[src/rtl/aop_pkg.sv]
package aop_pkg;

  // Strobes from the sequencer to the arithmetic chain.
  typedef struct packed {
    logic accept;  // a new product enters stage 0 this cycle
    logic run;     // chain registers advance this cycle
  } aopCtrl_t;

  // Number of registered stages when DIGIT coefficients share one stage.
  function automatic int stageCount(input int width, input int digit);
    return (width + digit - 1) / digit;
  endfunction

endpackage

[src/rtl/aop_ctrl.sv]
module aop_ctrl
  import aop_pkg::*;
#(
  parameter int NUM_STAGE = 5
) (
  input  logic     clk,
  input  logic     rstN,
  input  logic     start,
  output aopCtrl_t ctrl,
  output logic     outValid
);

  localparam int LCW = $clog2(NUM_STAGE + 2);

  // One marker bit per stage showing where the live product sits.
  logic [NUM_STAGE-1:0] vPipe;
  logic                 inFlight;

  assign inFlight    = |vPipe;
  assign ctrl.accept = start & ~inFlight;
  assign ctrl.run    = ctrl.accept | (|vPipe[NUM_STAGE-2:0]);
  assign outValid    = vPipe[NUM_STAGE-1];

  always_ff @(posedge clk) begin
    if (!rstN) vPipe <= '0;
    else       vPipe <= {vPipe[NUM_STAGE-2:0], ctrl.accept};
  end

  // Independent cycle counter used only for the latency check.
  logic [LCW-1:0] latCnt;
  always_ff @(posedge clk) begin
    if (!rstN)                                           latCnt <= '0;
    else if (ctrl.accept)                                latCnt <= LCW'(1);
    else if (latCnt != '0 && latCnt <= LCW'(NUM_STAGE))  latCnt <= latCnt + LCW'(1);
  end

  assert_single_flight_R5: assert property (@(posedge clk) disable iff (!rstN)
    $onehot0(vPipe));

  assert_result_latency_R3: assert property (@(posedge clk) disable iff (!rstN)
    outValid |-> (latCnt == LCW'(NUM_STAGE)));

endmodule

[src/rtl/aop_datapath.sv]
module aop_datapath
  import aop_pkg::*;
#(
  parameter int WIDTH     = 5,
  parameter int DIGIT     = 1,
  parameter int INV_GATES = 0,
  parameter int NUM_STAGE = 5
) (
  input  logic             clk,
  input  logic             rstN,
  input  aopCtrl_t         ctrl,
  input  logic [WIDTH-1:0] aIn,
  input  logic [WIDTH-1:0] bIn,
  output logic [WIDTH-1:0] cOut
);

  // Gated partial product: one B coefficient against a rotated A.
  function automatic logic [WIDTH-1:0] mulBit(input logic [WIDTH-1:0] v, input logic s);
    if (INV_GATES != 0) return ~(~(v & {WIDTH{s}}));
    else                return v & {WIDTH{s}};
  endfunction

  // Coefficient-wise sum over GF(2).
  function automatic logic [WIDTH-1:0] addBits(input logic [WIDTH-1:0] x, input logic [WIDTH-1:0] y);
    if (INV_GATES != 0) return ~(x ~^ y);
    else                return x ^ y;
  endfunction

  // A multiplied by x^i is a left rotation by i; fixed wiring, no registers.
  logic [WIDTH-1:0] rotA [WIDTH];
  for (genvar i = 0; i < WIDTH; i++) begin : g_rot
    if (i == 0) begin : g_id
      assign rotA[i] = aIn;
    end else begin : g_sh
      assign rotA[i] = (aIn << i) | (aIn >> (WIDTH - i));
    end
  end

  for (genvar e = 0; e < NUM_STAGE; e++) begin : g_elem
    localparam int REM = WIDTH - e * DIGIT;   // B coefficients still needed here and later

    logic [REM-1:0]   bSrc;
    logic [WIDTH-1:0] sumIn;
    logic [WIDTH-1:0] part [DIGIT+1];
    logic [WIDTH-1:0] sumReg;

    if (e == 0) begin : g_head
      assign bSrc  = bIn;
      assign sumIn = '0;
    end else begin : g_body
      always_ff @(posedge clk) begin
        if (!rstN)         bSrc <= '0;
        else if (ctrl.run) bSrc <= g_elem[e-1].bSrc[REM+DIGIT-1:DIGIT];
      end
      assign sumIn = g_elem[e-1].sumReg;
    end

    assign part[0] = sumIn;
    for (genvar d = 0; d < DIGIT; d++) begin : g_dig
      localparam int IDX = e * DIGIT + d;
      if (IDX < WIDTH) begin : g_use
        assign part[d+1] = addBits(part[d], mulBit(rotA[IDX], bSrc[d]));
      end else begin : g_skip
        assign part[d+1] = part[d];
      end
    end

    always_ff @(posedge clk) begin
      if (!rstN)         sumReg <= '0;
      else if (ctrl.run) sumReg <= part[DIGIT];
    end
  end

  assign cOut = g_elem[NUM_STAGE-1].sumReg;

  assert_hold_idle_R6: assert property (@(posedge clk) disable iff (!rstN)
    !ctrl.run |=> $stable(cOut));

  assert_b_capture_R4: assert property (@(posedge clk) disable iff (!rstN)
    ctrl.accept |=> (g_elem[1].bSrc == $past(bIn[WIDTH-1:DIGIT])));

endmodule

[src/rtl/aop_mult.sv]
module aop_mult
  import aop_pkg::*;
#(
  parameter int DEG       = 4,
  parameter int DIGIT     = 1,
  parameter int INV_GATES = 0
) (
  input  logic         clk,
  input  logic         rstN,
  input  logic         start,
  input  logic [DEG:0] aIn,
  input  logic [DEG:0] bIn,
  output logic         outValid,
  output logic [DEG:0] cOut
);

  localparam int WIDTH     = DEG + 1;
  localparam int NUM_STAGE = stageCount(WIDTH, DIGIT);

  aopCtrl_t ctrl;

  aop_ctrl #(
    .NUM_STAGE(NUM_STAGE)
  ) u_ctrl (
    .clk     (clk),
    .rstN    (rstN),
    .start   (start),
    .ctrl    (ctrl),
    .outValid(outValid)
  );

  aop_datapath #(
    .WIDTH    (WIDTH),
    .DIGIT    (DIGIT),
    .INV_GATES(INV_GATES),
    .NUM_STAGE(NUM_STAGE)
  ) u_dp (
    .clk (clk),
    .rstN(rstN),
    .ctrl(ctrl),
    .aIn (aIn),
    .bIn (bIn),
    .cOut(cOut)
  );

  assert_reset_quiet_R7: assert property (@(posedge clk)
    !rstN |=> (!outValid && cOut == '0));

endmodule

[config.mk]
export PLATFORM = sky130hd
export DESIGN_NAME = aop_mult
export DESIGN_NICKNAME = d
export VERILOG_FILES = /design/src/rtl/aop_pkg.sv /design/src/rtl/aop_ctrl.sv /design/src/rtl/aop_datapath.sv /design/src/rtl/aop_mult.sv
export SDC_FILE = /design/constraint.sdc
export NUM_CORES = 1
export LEC_CHECK = 0
export BUFFER_PORTS_ARGS = -buffer_cell sky130_fd_sc_hd__clkbuf_2
export CAP_MARGIN = 20
export CORE_MARGIN = 10
export CORE_UTILIZATION = 26
export DETAILED_ROUTE_END_ITERATION = 8
export PLACE_DENSITY = 0.54
export SYNTH_ARGS = -nofsm -noshare
export SYNTH_HDL_FRONTEND = slang
export SYNTH_SLANG_ARGS = --single-unit
[constraint.sdc]
create_clock -name clk -period 2.44 [get_ports clk]
set_input_delay 0.244 -clock clk [delete_from_list [all_inputs] [get_ports clk]]
set_output_delay 0.244 -clock clk [all_outputs]
set_load 0.01 [all_outputs]
==> results.md, run 1 <==
- Crit path max-delay cell type: or4_1
- Die Area: between 10000 and 15000 µm²
- Most frequent cells in the layout: nand2_1 (40), dfxtp_1 (40), xor2_1 (20), o31ai_1 (20), a21oi_1 (20)
- Layout area overhead: 13.5%
- Setup TNS: 0 ns
- Critical path cell sequence: or4_1 > or2_1 > mux2i_1
- Post-CTS setup buffer count: 0
- Vias per cell: approximately 4.6
- Initial Util: 26.7%
- Static Leak: 0.761 nW
- VDD IR-drop max: between 0.3 and 0.4 mV
- Syn Inst Count: 183
- Vias: approximately 1300
- Register area share after synthesis: 47.6%
- CP Max Fanout: 24
- Net Sw Frac: 25.4%
- Final Skew: just over 0.004 ns
- Tmin final: slightly below 2 ns
- I/O pin count: 19
- Switching pwr: roughly 350 µW
- Starting DRT DRC Count: 66
- Area occupied by multi-input gates: 803 µm²
- Avg Inst Size Synth: 9.20 µm²
- Layout cells sized above 1: about 14%
- WS Path Type: reg -> reg
- WP data arrival: about 2.1 ns
- Max Cap Viol: 0
- Internal power: 1.03 mW
- Hold depth: 3
- Clock Sinks: 40
- CTS buffer count: 5
- CP Launch Type: register
- Synth area leaders: dfxtp_1 (48%), xor2_1 (10%), mux2i_1 (8.9%)
- Synthesized area: between 1500 and 2000 µm²
- # hold bufs at CTS: 0
- Critical Path RT: about 2.6 ns
- Register area: 801 µm²
- Post-DP HPWL: 2290 µm
- Chip height: approximately 100 µm
- Vias in the first global route: ~1200
- Worst setup EP type: register
- Number of synthesized register bits: 40
- Post-route clock period utilization: 80.4%
- Clk Latency, worst-skew pair: 0.28 ns
- Root buffer cell: clkbuf_8
- # setup viols final: 0
- First-pass GRT wire length: between 5000 and 6000 µm
- Max-slew violation count: 0
- Sequential share of power: approximately 53%
- HP Class: in -> reg
- ANT nets after route: 0
- Core ar.: 6310 µm²
- Resized cells post-CTS: 0
- Die W: approximately 100 µm
- Pin count of the biggest net entering global routing: 50
- Util after Layout: between 30% and 40%
- Syn_nets: ~200
- Area share of the largest cell type after synthesis: roughly 48%
- Run status: complete, no violations
- Clock share of power: roughly 34%
- Critical path's largest stage delay: ~0.65 ns
- Drt wl/cell: approximately 13 µm
- Site row count: 29
- CTS H-tree lvls: 2
- Placed cells: around 270
- Fmax: between 500 and 600 MHz
- Logic pwr share: between 10% and 20%
- Antenna diodes: 0
- CTS max path bufs: 2
- Reg clk slew, reported paths: 0.07 ns
- Gpl congestion: just under 0.7
- All-Layer GR Usage: roughly 7%
- Post-synth top area cell: dfxtp_1
- TritonCTS clock tree: done
- Power Dens Cells: 724 nW/µm²
- Nets: 210
- Hold Fails Final Rpt: 0
- Finished Layout Cells: between 200 and 300
- Synth cell types: 15
- Total Wirelength: approximately 3500 µm
- Warnings, synthesis: 0
- FF-to-FF path depth: 3
- Worst-Margin Slew: ~0.94 ns
- Grt ovf: 0
- DR DRC count: 0
- Initial antenna violation count: 0
- Port-buffer cells: 18
- Filler cells: around 700
- RSZ-0062 raised after global routing: no
- Relative slew slack: about 37%
- Drt first pass iters: 4
[stage by stage]
step	power [mW]	area, µm²	worst slack [ns]	hold slack (ns)
after floorplan	0.886	1680	0.866	0.383
after global placement	0.933	1810	0.527	0.430
after detailed placement	0.933	1810	0.479	0.436
after CTS	1.41	1910	0.468	0.169
after global routing	1.46	1910	0.391	0.189
final	1.38	1910	0.479	0.181
[power groups by stage]
stage	logic [mW]	clock network (mW)	registers [mW]
2_1_floorplan	0.139	0	0.747
3_3_place_gp	0.184	0	0.749
3_5_place_dp	0.183	0	0.749
4_1_cts	0.185	0.486	0.735
5_1_grt	0.204	0.519	0.739
6_report	0.183	0.466	0.734
[cell usage after synthesis (all sizes together)]
library cell / instances
nand3: 5
nor2b: 1
dfxtp: 40
nor2: 2
and2: 4
nand2: 40
o31ai: 20
mux2i: 15
xor2: 20
or2: 1
or4: 1
a21oi: 20
buf: 4
clkbuf: 10
[metal layers]
layer | track usage (%) | vias to the layer above | share of wire, % | wire, µm
li1 | - | 652 | - | -
met1 | 9.32 | 576 | 53 | 1850
met2 | 9.89 | 26 | 43 | 1500
met3 | 2.40 | 3 | 3.7 | 130
met4 | 2.93 | 0 | 0.54 | 19
met5 | 0 | - | 0 | 0
[critical path, delay by kind of cell, from the launching register on]
family | cells | cell delay (ns)
simple gates | 2 | 1.28
flops | 1 | 0.31
mux | 1 | 0.22
[path summary, 6_finish.rpt]
kind	end	slack, ns	from
setup / recovery	u_dp.g_elem[1].bSrc[3]	0.48	u_ctrl.vPipe[1]
hold / removal	u_dp.g_elem[1].bSrc[0]	0.18	bIn[1]
setup reg to reg	u_dp.g_elem[1].bSrc[3]	0.48	u_ctrl.vPipe[1]
hold reg to reg	u_ctrl.vPipe[4]	0.45	u_ctrl.vPipe[3]
[sequential cells by signal (all words and copies together) (netlist names)]
register	cells
u_dp.cOut	5
u_ctrl.vPipe	5
u_dp.g_elem.bSrc	10
u_dp.g_elem.sumReg	20
[final cells by class]
cell class / count / area share (%)
well taps: 77 / 5.05
repair buffers: 21 / 5.90
clock buffers: 7 / 5.05
flip-flops and latches: 40 / 41.9
multi-input cells: 129 / 42.1
[cells by family after synthesis]
logic type / Yosys count / synth area share [%]
flip-flops: 40 / 47.6
buffers and inverters: 14 / 4.68
multiplexers: 15 / 8.92
XOR/XNOR: 20 / 10.4
AO/OA/AOI/OAI: 40 / 14.9
AND/OR/NAND/NOR: 54 / 13.5
(Power assumes the default switching activity.)
==> run 2, diff against run 1 <==
--- a/config.mk
+++ b/config.mk
@@ -10,7 +10,7 @@
 export CORE_MARGIN = 10
 export CORE_UTILIZATION = 26
 export DETAILED_ROUTE_END_ITERATION = 8
-export PLACE_DENSITY = 0.54
+export PLACE_DENSITY = 0.55
 export SYNTH_ARGS = -nofsm -noshare
 export SYNTH_HDL_FRONTEND = slang
 export SYNTH_SLANG_ARGS = --single-unit
==> constraint.sdc (replaced) <==
create_clock -name clk -period 1.7 [get_ports clk]
set_input_delay 0.17 -clock clk [delete_from_list [all_inputs] [get_ports clk]]
set_output_delay 0.17 -clock clk [all_outputs]
set_load 0.01 [all_outputs]
==> run 2 against run 1 <==
Via count grew 0.40%; final cell count grew 2.2%; die area is the same; combinational power grew 54%; non-clock buffer count grew 5; worst hold slack lost 0.073 ns; maximum frequency grew 25%; first-iteration DRC count shrank 7.6%; wire length shrank 2.1%; largest cell class unchanged.
==> results.md, run 2 (same netlist as run 1, synthesis figures left out) <==
- Post-CTS setup buffer count: 0 (unchanged)
- Buf+Inv Stages, Crit Path: 1 (+1)
- Clock Sinks: 40 (unchanged)
- CP Max Fanout: 24 (unchanged)
- Die W: 100 µm (unchanged)
- Static Leak: 0.786 nW (+3.2%)
- Vias in the first global route: 1336 (+12%)
- Util after Layout: 30.9% (+0.69 points)
- Design Area, Final: 1950 µm² (+2.3%)
- Pin count of the biggest net entering global routing: 50 (unchanged)
- TritonCTS clock tree: done
- Chip height: 100 µm (unchanged)
- WS Path Type: reg -> reg
- DR DRC count: 0 (unchanged)
- Grt ovf: 0 (unchanged)
- ANT nets after route: 0 (unchanged)
- Wire length on met1: 1780 µm (-3.7%)
- Core ar.: 6310 µm² (unchanged)
- WP data arrival: 1.75 ns (-0.35 ns)
- Filler cells: 724 (+3.0%)
- HP Class: in -> reg
- Die Area: 10100 µm² (unchanged)
- Max reg flops: 20 (unchanged)
- CTS H-tree lvls: 2 (unchanged)
- Starting DRT DRC Count: 61 (-7.6%)
- Drt wl/cell: 12.2 µm (-4.2%)
- Largest Register: u_dp.g_elem.sumReg
- Critical path cell sequence: or4_1 > or2_1 > buf_12 > mux2i_1
- RSZ-0062 raised after global routing: no
- Worst-Margin Slew: 0.465 ns (-0.476 ns)
- Top Metal Used: met4
- Critical Path RT: 1.87 ns (-0.71 ns)
- First-pass GRT wire length: 6040 µm (+5.7%)
- Tmin final: 1.57 ns (-0.389 ns)
- Antenna diodes: 0 (unchanged)
- CP top delay family: simple AND/OR/NAND/NOR gates
- # setup viols final: 0 (unchanged)
- Power Dens Cells: 1010 nW/µm² (+39%)
- FF-to-FF Start: u_ctrl.vPipe[1]
- Worst setup EP type: register
- Max-slew violation count: 0 (unchanged)
- WL met2: 1460 µm (-2.7%)
- Total Wirelength: 3430 µm (-2.1%)
- CP Launch Type: register
- Metal3 WL: 134 µm (+3.1%)
- Most frequent cells in the layout: nand2_1 (40), dfxtp_1 (40), xor2_1 (20), o31ai_1 (20), a21oi_1 (20)
- Clk Latency, worst-skew pair: 0.28 ns (about the same)
- All-Layer GR Usage: 7.29% (+0.32 points)
- Vias per cell: 4.51 (-1.8%)
- Register area: 801 µm² (unchanged)
- VDD IR-drop max: 0.514 mV (+45%)
- Final Skew: 0.00169 ns (-0.00239 ns)
- Post-DP HPWL: 2270 µm (-0.86%)
- Reg clk slew, reported paths: 0.07 ns (about the same)
- Fmax: 636 MHz (+25%)
- Critical path's largest stage delay: 0.58 ns (-0.07 ns)
- Run status: complete, no violations
- Nets: 215 (+2.4%)
- Layout cells sized above 1: 15.8% (+1.6 points)
- Initial Util: 26.7% (unchanged)
- Hold Fails Final Rpt: 0 (unchanged)
- Setup TNS: 0 ns (unchanged)
- Relative slew slack: 69.0% (+32 points)
- Critical Path Start: u_ctrl.vPipe[1]
- Min-delay src: bIn[3]
- Vias: 1262 (+0.40%)
- Max Cap Viol: 0 (unchanged)
- Drt first pass iters: 4 (unchanged)
- Site row count: 29 (unchanged)
- Resized cells post-CTS: 0 (unchanged)
- CTS max path bufs: 2 (unchanged)
- Post-route clock period utilization: 92.5% (+12 points)
- Layout area overhead: 16.1%
- Root buffer cell: clkbuf_8
- Post-DP Area: 1860 µm² (+2.8%)
- Area occupied by multi-input gates: 803 µm² (unchanged)
- Crit path max-delay cell type: or4_1
- Port-buffer cells: 18 (unchanged)
- # hold bufs at CTS: 0 (unchanged)
- Initial antenna violation count: 0 (unchanged)
- Regs by FF count: u_dp.g_elem.sumReg x20, u_dp.g_elem.bSrc x10
- Gpl congestion: 0.791 (+15%)
- CTS buffer count: 5 (unchanged)
- I/O pin count: 19 (unchanged)
## run 2: changes by cell type in the layout (fill, tap and decap cells not counted), sizes merged
| cell | before | now |
|---|---|---|
| buf | 3 | 8 |
| clkbuf | 25 | 26 |
## run 2: through the flow
stage	std cells	hold slack [ns]	total power [mW]	worst slack, ns
finish	280	0.108	1.97	0.127
global route	280	0.112	2.08	0.0187
CTS	280	0.102	2.00	0.116
detailed placement	272	0.407	1.36	0.128
global placement	272	0.400	1.36	0.149
floorplan	183	0.309	1.27	0.126
## run 2: final timing paths
path                             to  cells past startpoint  slack (ns)
max          u_dp.g_elem[1].bSrc[1]                      4        0.13
min          u_dp.g_elem[1].bSrc[2]                      3        0.11
max reg2reg  u_dp.g_elem[1].bSrc[1]                      4        0.13
min reg2reg         u_ctrl.vPipe[2]                      1        0.45
## run 2: worst reg2reg max path: stages (launching register included)
cell and delay [ns]:
dfxtp_1 0.30, or4_1 0.58, or2_1 0.29, buf_12 0.17
mux2i_1 0.13
## run 2: metal layers
layer  track usage [%]  vias to the layer above
met5                 0                        -
met4              3.59                        0
met3              2.33                        4
met2              11.1                       17
met1              9.02                      576
li1                  -                      665
## run 2: area by class of cell
class,count,area share (%)
tap,77,4.93
clock buffer,8,4.61
timing repair buffer,26,8.33
multi-input combinational,129,41.1
sequential,40,41.0
## run 2: power breakdown
| group | internal, mW | switching [mW] |
|---|---|---|
| Combinational | 0.126 | 0.155 |
| Sequential | 1.01 | 0.0429 |
| Clock | 0.331 | 0.305 |
==> run 3, diff against run 2 <==
--- a/config.mk
+++ b/config.mk
@@ -8,9 +8,9 @@
 export BUFFER_PORTS_ARGS = -buffer_cell sky130_fd_sc_hd__clkbuf_2
 export CAP_MARGIN = 20
 export CORE_MARGIN = 10
-export CORE_UTILIZATION = 26
+export CORE_UTILIZATION = 40
 export DETAILED_ROUTE_END_ITERATION = 8
-export PLACE_DENSITY = 0.55
+export PLACE_DENSITY = 0.72
 export SYNTH_ARGS = -nofsm -noshare
 export SYNTH_HDL_FRONTEND = slang
 export SYNTH_SLANG_ARGS = --single-unit
==> run 3 against run 2 <==
Critical path type unchanged; wire length down 1.5%; largest cell class unchanged; sequential power about the same; core utilization up 16 points; worst setup slack about the same; sequential share of layout area up 1.1 points; via count up 1.6%; final cell count down 11%; clock-buffer cell count down 3; clock skew up 0.0074 ns; clock power down 4.6%; first-iteration DRC count up 38%; die area down 29%.
==> results.md, run 3 (same netlist as run 1, synthesis figures left out) <==
- Run status: complete, no violations
- Setup TNS: 0 ns (unchanged)
- CTS H-tree lvls: 2 (unchanged)
- Tmin final: 1.57 ns (-0.0000830 ns)
- Max reg flops: 20 (unchanged)
- Max-slew violation count: 0 (unchanged)
- FF-to-FF Start: u_ctrl.vPipe[1]
- Site row count: 23 (-21%)
- WS Path Type: reg -> reg
- ANT nets after route: 0 (unchanged)
- Port-buffer cells: 18 (unchanged)
- Chip height: 84.9 µm (-16%)
- Final Skew: 0.00910 ns (+0.00741 ns)
- Power Dens Cells: 1020 nW/µm² (+1.1%)
- Drt first pass iters: 4 (unchanged)
- # hold bufs at CTS: 0 (unchanged)
- Grt ovf: 0 (unchanged)
- DR DRC count: 0 (unchanged)
- Crit path max-delay cell type: or4_1
- Post-DP Area: 1820 µm² (-2.4%)
- Drt wl/cell: 13.6 µm (+11%)
- Fin Hold WS: 0.0890 ns (-0.0186 ns)
- Relative slew slack: 83.5% (+15 points)
- Largest Register: u_dp.g_elem.sumReg
- HP Class: in -> reg
- Gpl congestion: 0.754 (-4.7%)
- Layout cells sized above 1: 15.1% (-0.69 points)
- Vias per cell: 5.15 (+14%)
- CTS max path bufs: 2 (unchanged)
- Antenna diodes: 0 (unchanged)
- Design Area, Final: 1900 µm² (-2.7%)
- Min-delay src: bIn[1]
- Critical Path Start: u_ctrl.vPipe[1]
- Root buffer cell: clkbuf_8
- Resized cells post-CTS: 0 (unchanged)
- Post-DP HPWL: 2170 µm (-4.5%)
- TritonCTS clock tree: done
- Nets: 212 (-1.4%)
- Placed cells: 242 (-11%)
- Pin count of the biggest net entering global routing: 50 (unchanged)
- Starting DRT DRC Count: 84 (+38%)
- Hold Fails Final Rpt: 0 (unchanged)
- Static Leak: 0.770 nW (-2.0%)
- Critical path's largest stage delay: 0.57 ns (about the same)
- Regs by FF count: u_dp.g_elem.sumReg x20, u_dp.g_elem.bSrc x10
- Total Power: 1.94 mW (-1.7%)
- # setup viols final: 0 (unchanged)
- WP data arrival: 1.76 ns (about the same)
- CTS buffer count: 5 (unchanged)
- Clock Sinks: 40 (unchanged)
- Reg clk slew, reported paths: 0.08 ns (about the same)
- CP Max Fanout: 20 (-17%)
- Vias: 1282 (+1.6%)
- Critical path cell sequence: or4_1 > buf_4 > o31ai_1 > a21oi_1
- VDD IR-drop max: 0.348 mV (-32%)
- I/O pin count: 19 (unchanged)
- CP Launch Type: register
- Total Wirelength: 3380 µm (-1.5%)
- Worst-Margin Slew: 0.247 ns (-0.218 ns)
- Initial Util: 41.8% (+15 points)
- Post-route clock period utilization: 92.5% (about the same)
- RSZ-0062 raised after global routing: no
- Critical Path RT: 1.89 ns (+0.02 ns)
- Max Cap Viol: 0 (unchanged)
- Finished Layout Cells: 249 (-11%)
- Initial antenna violation count: 0 (unchanged)
- Core ar.: 4030 µm² (-36%)
- Fmax: 636 MHz (about the same)
- All-Layer GR Usage: 9.83% (+2.5 points)
- Most frequent cells in the layout: nand2_1 (40), dfxtp_1 (40), xor2_1 (20), o31ai_1 (20), a21oi_1 (20)
- Die Area: 7200 µm² (-29%)
- Layout area overhead: 12.9%
- Post-CTS setup buffer count: 0 (unchanged)
- Vias in the first global route: 1282 (-4.0%)
- First-pass GRT wire length: 5840 µm (-3.3%)
- Worst setup EP type: register
- Clk Latency, worst-skew pair: 0.30 ns (+0.02 ns)
- Die W: 84.9 µm (-16%)
run 3: changes by cell type in the layout (fill, tap and decap cells not counted), sizes merged:
cell      before  now
buf            8    5
clkbuf        26   23
clkinv         0    1
clkinvlp       0    1
run 3: report_power, final:
group          switching [mW]  leakage (nW)  internal (mW)
Sequential             0.0441         0.329           1.01
Clock                   0.329        0.0400          0.278
Combinational           0.155         0.401          0.122
Total                   0.528         0.770           1.41
run 3: layout make-up:
type,instances,area (µm²)
Fill cell,406,2130
Multi-Input combinational cell,129,803
Sequential cell,40,801
Timing Repair Buffer,23,153
Clock buffer,5,68.8
Tap cell,50,62.6
Clock inverter,2,12.5
run 3: worst paths after layout:
check             cells after the start                       end  slack (ns)
setup / recovery                      4  u_dp.g_elem[1].sumReg[3]        0.13
hold reg to reg                       1           u_ctrl.vPipe[2]        0.45
setup reg to reg                      4  u_dp.g_elem[1].sumReg[3]        0.13
hold / removal                        3    u_dp.g_elem[1].bSrc[0]        0.09
run 3: per-layer routing:
layer / wire length (µm) / global-route usage (%)
met1: 1690 / 11.9
met2: 1390 / 14.3
met3: 224 / 4.78
met4: 65 / 4.49
met5: 0 / 0
run 3: per-stage QoR:
| stage | worst slack, ns | utilization [%] |
|---|---|---|
| final | 0.128 | 47.2 |
| after global routing | 0.0350 | 47.2 |
| after CTS | 0.132 | 47.2 |
| after detailed placement | 0.131 | 45.2 |
| after global placement | 0.156 | 45.2 |
| after floorplan | 0.126 | - |
run 3: critical path: cells and delay by family, from the launching register on:
kind | cells | cell delay (ns)
compound gates | 2 | 0.34
buf+inv | 1 | 0.24
flops | 1 | 0.30
simple gates | 1 | 0.57
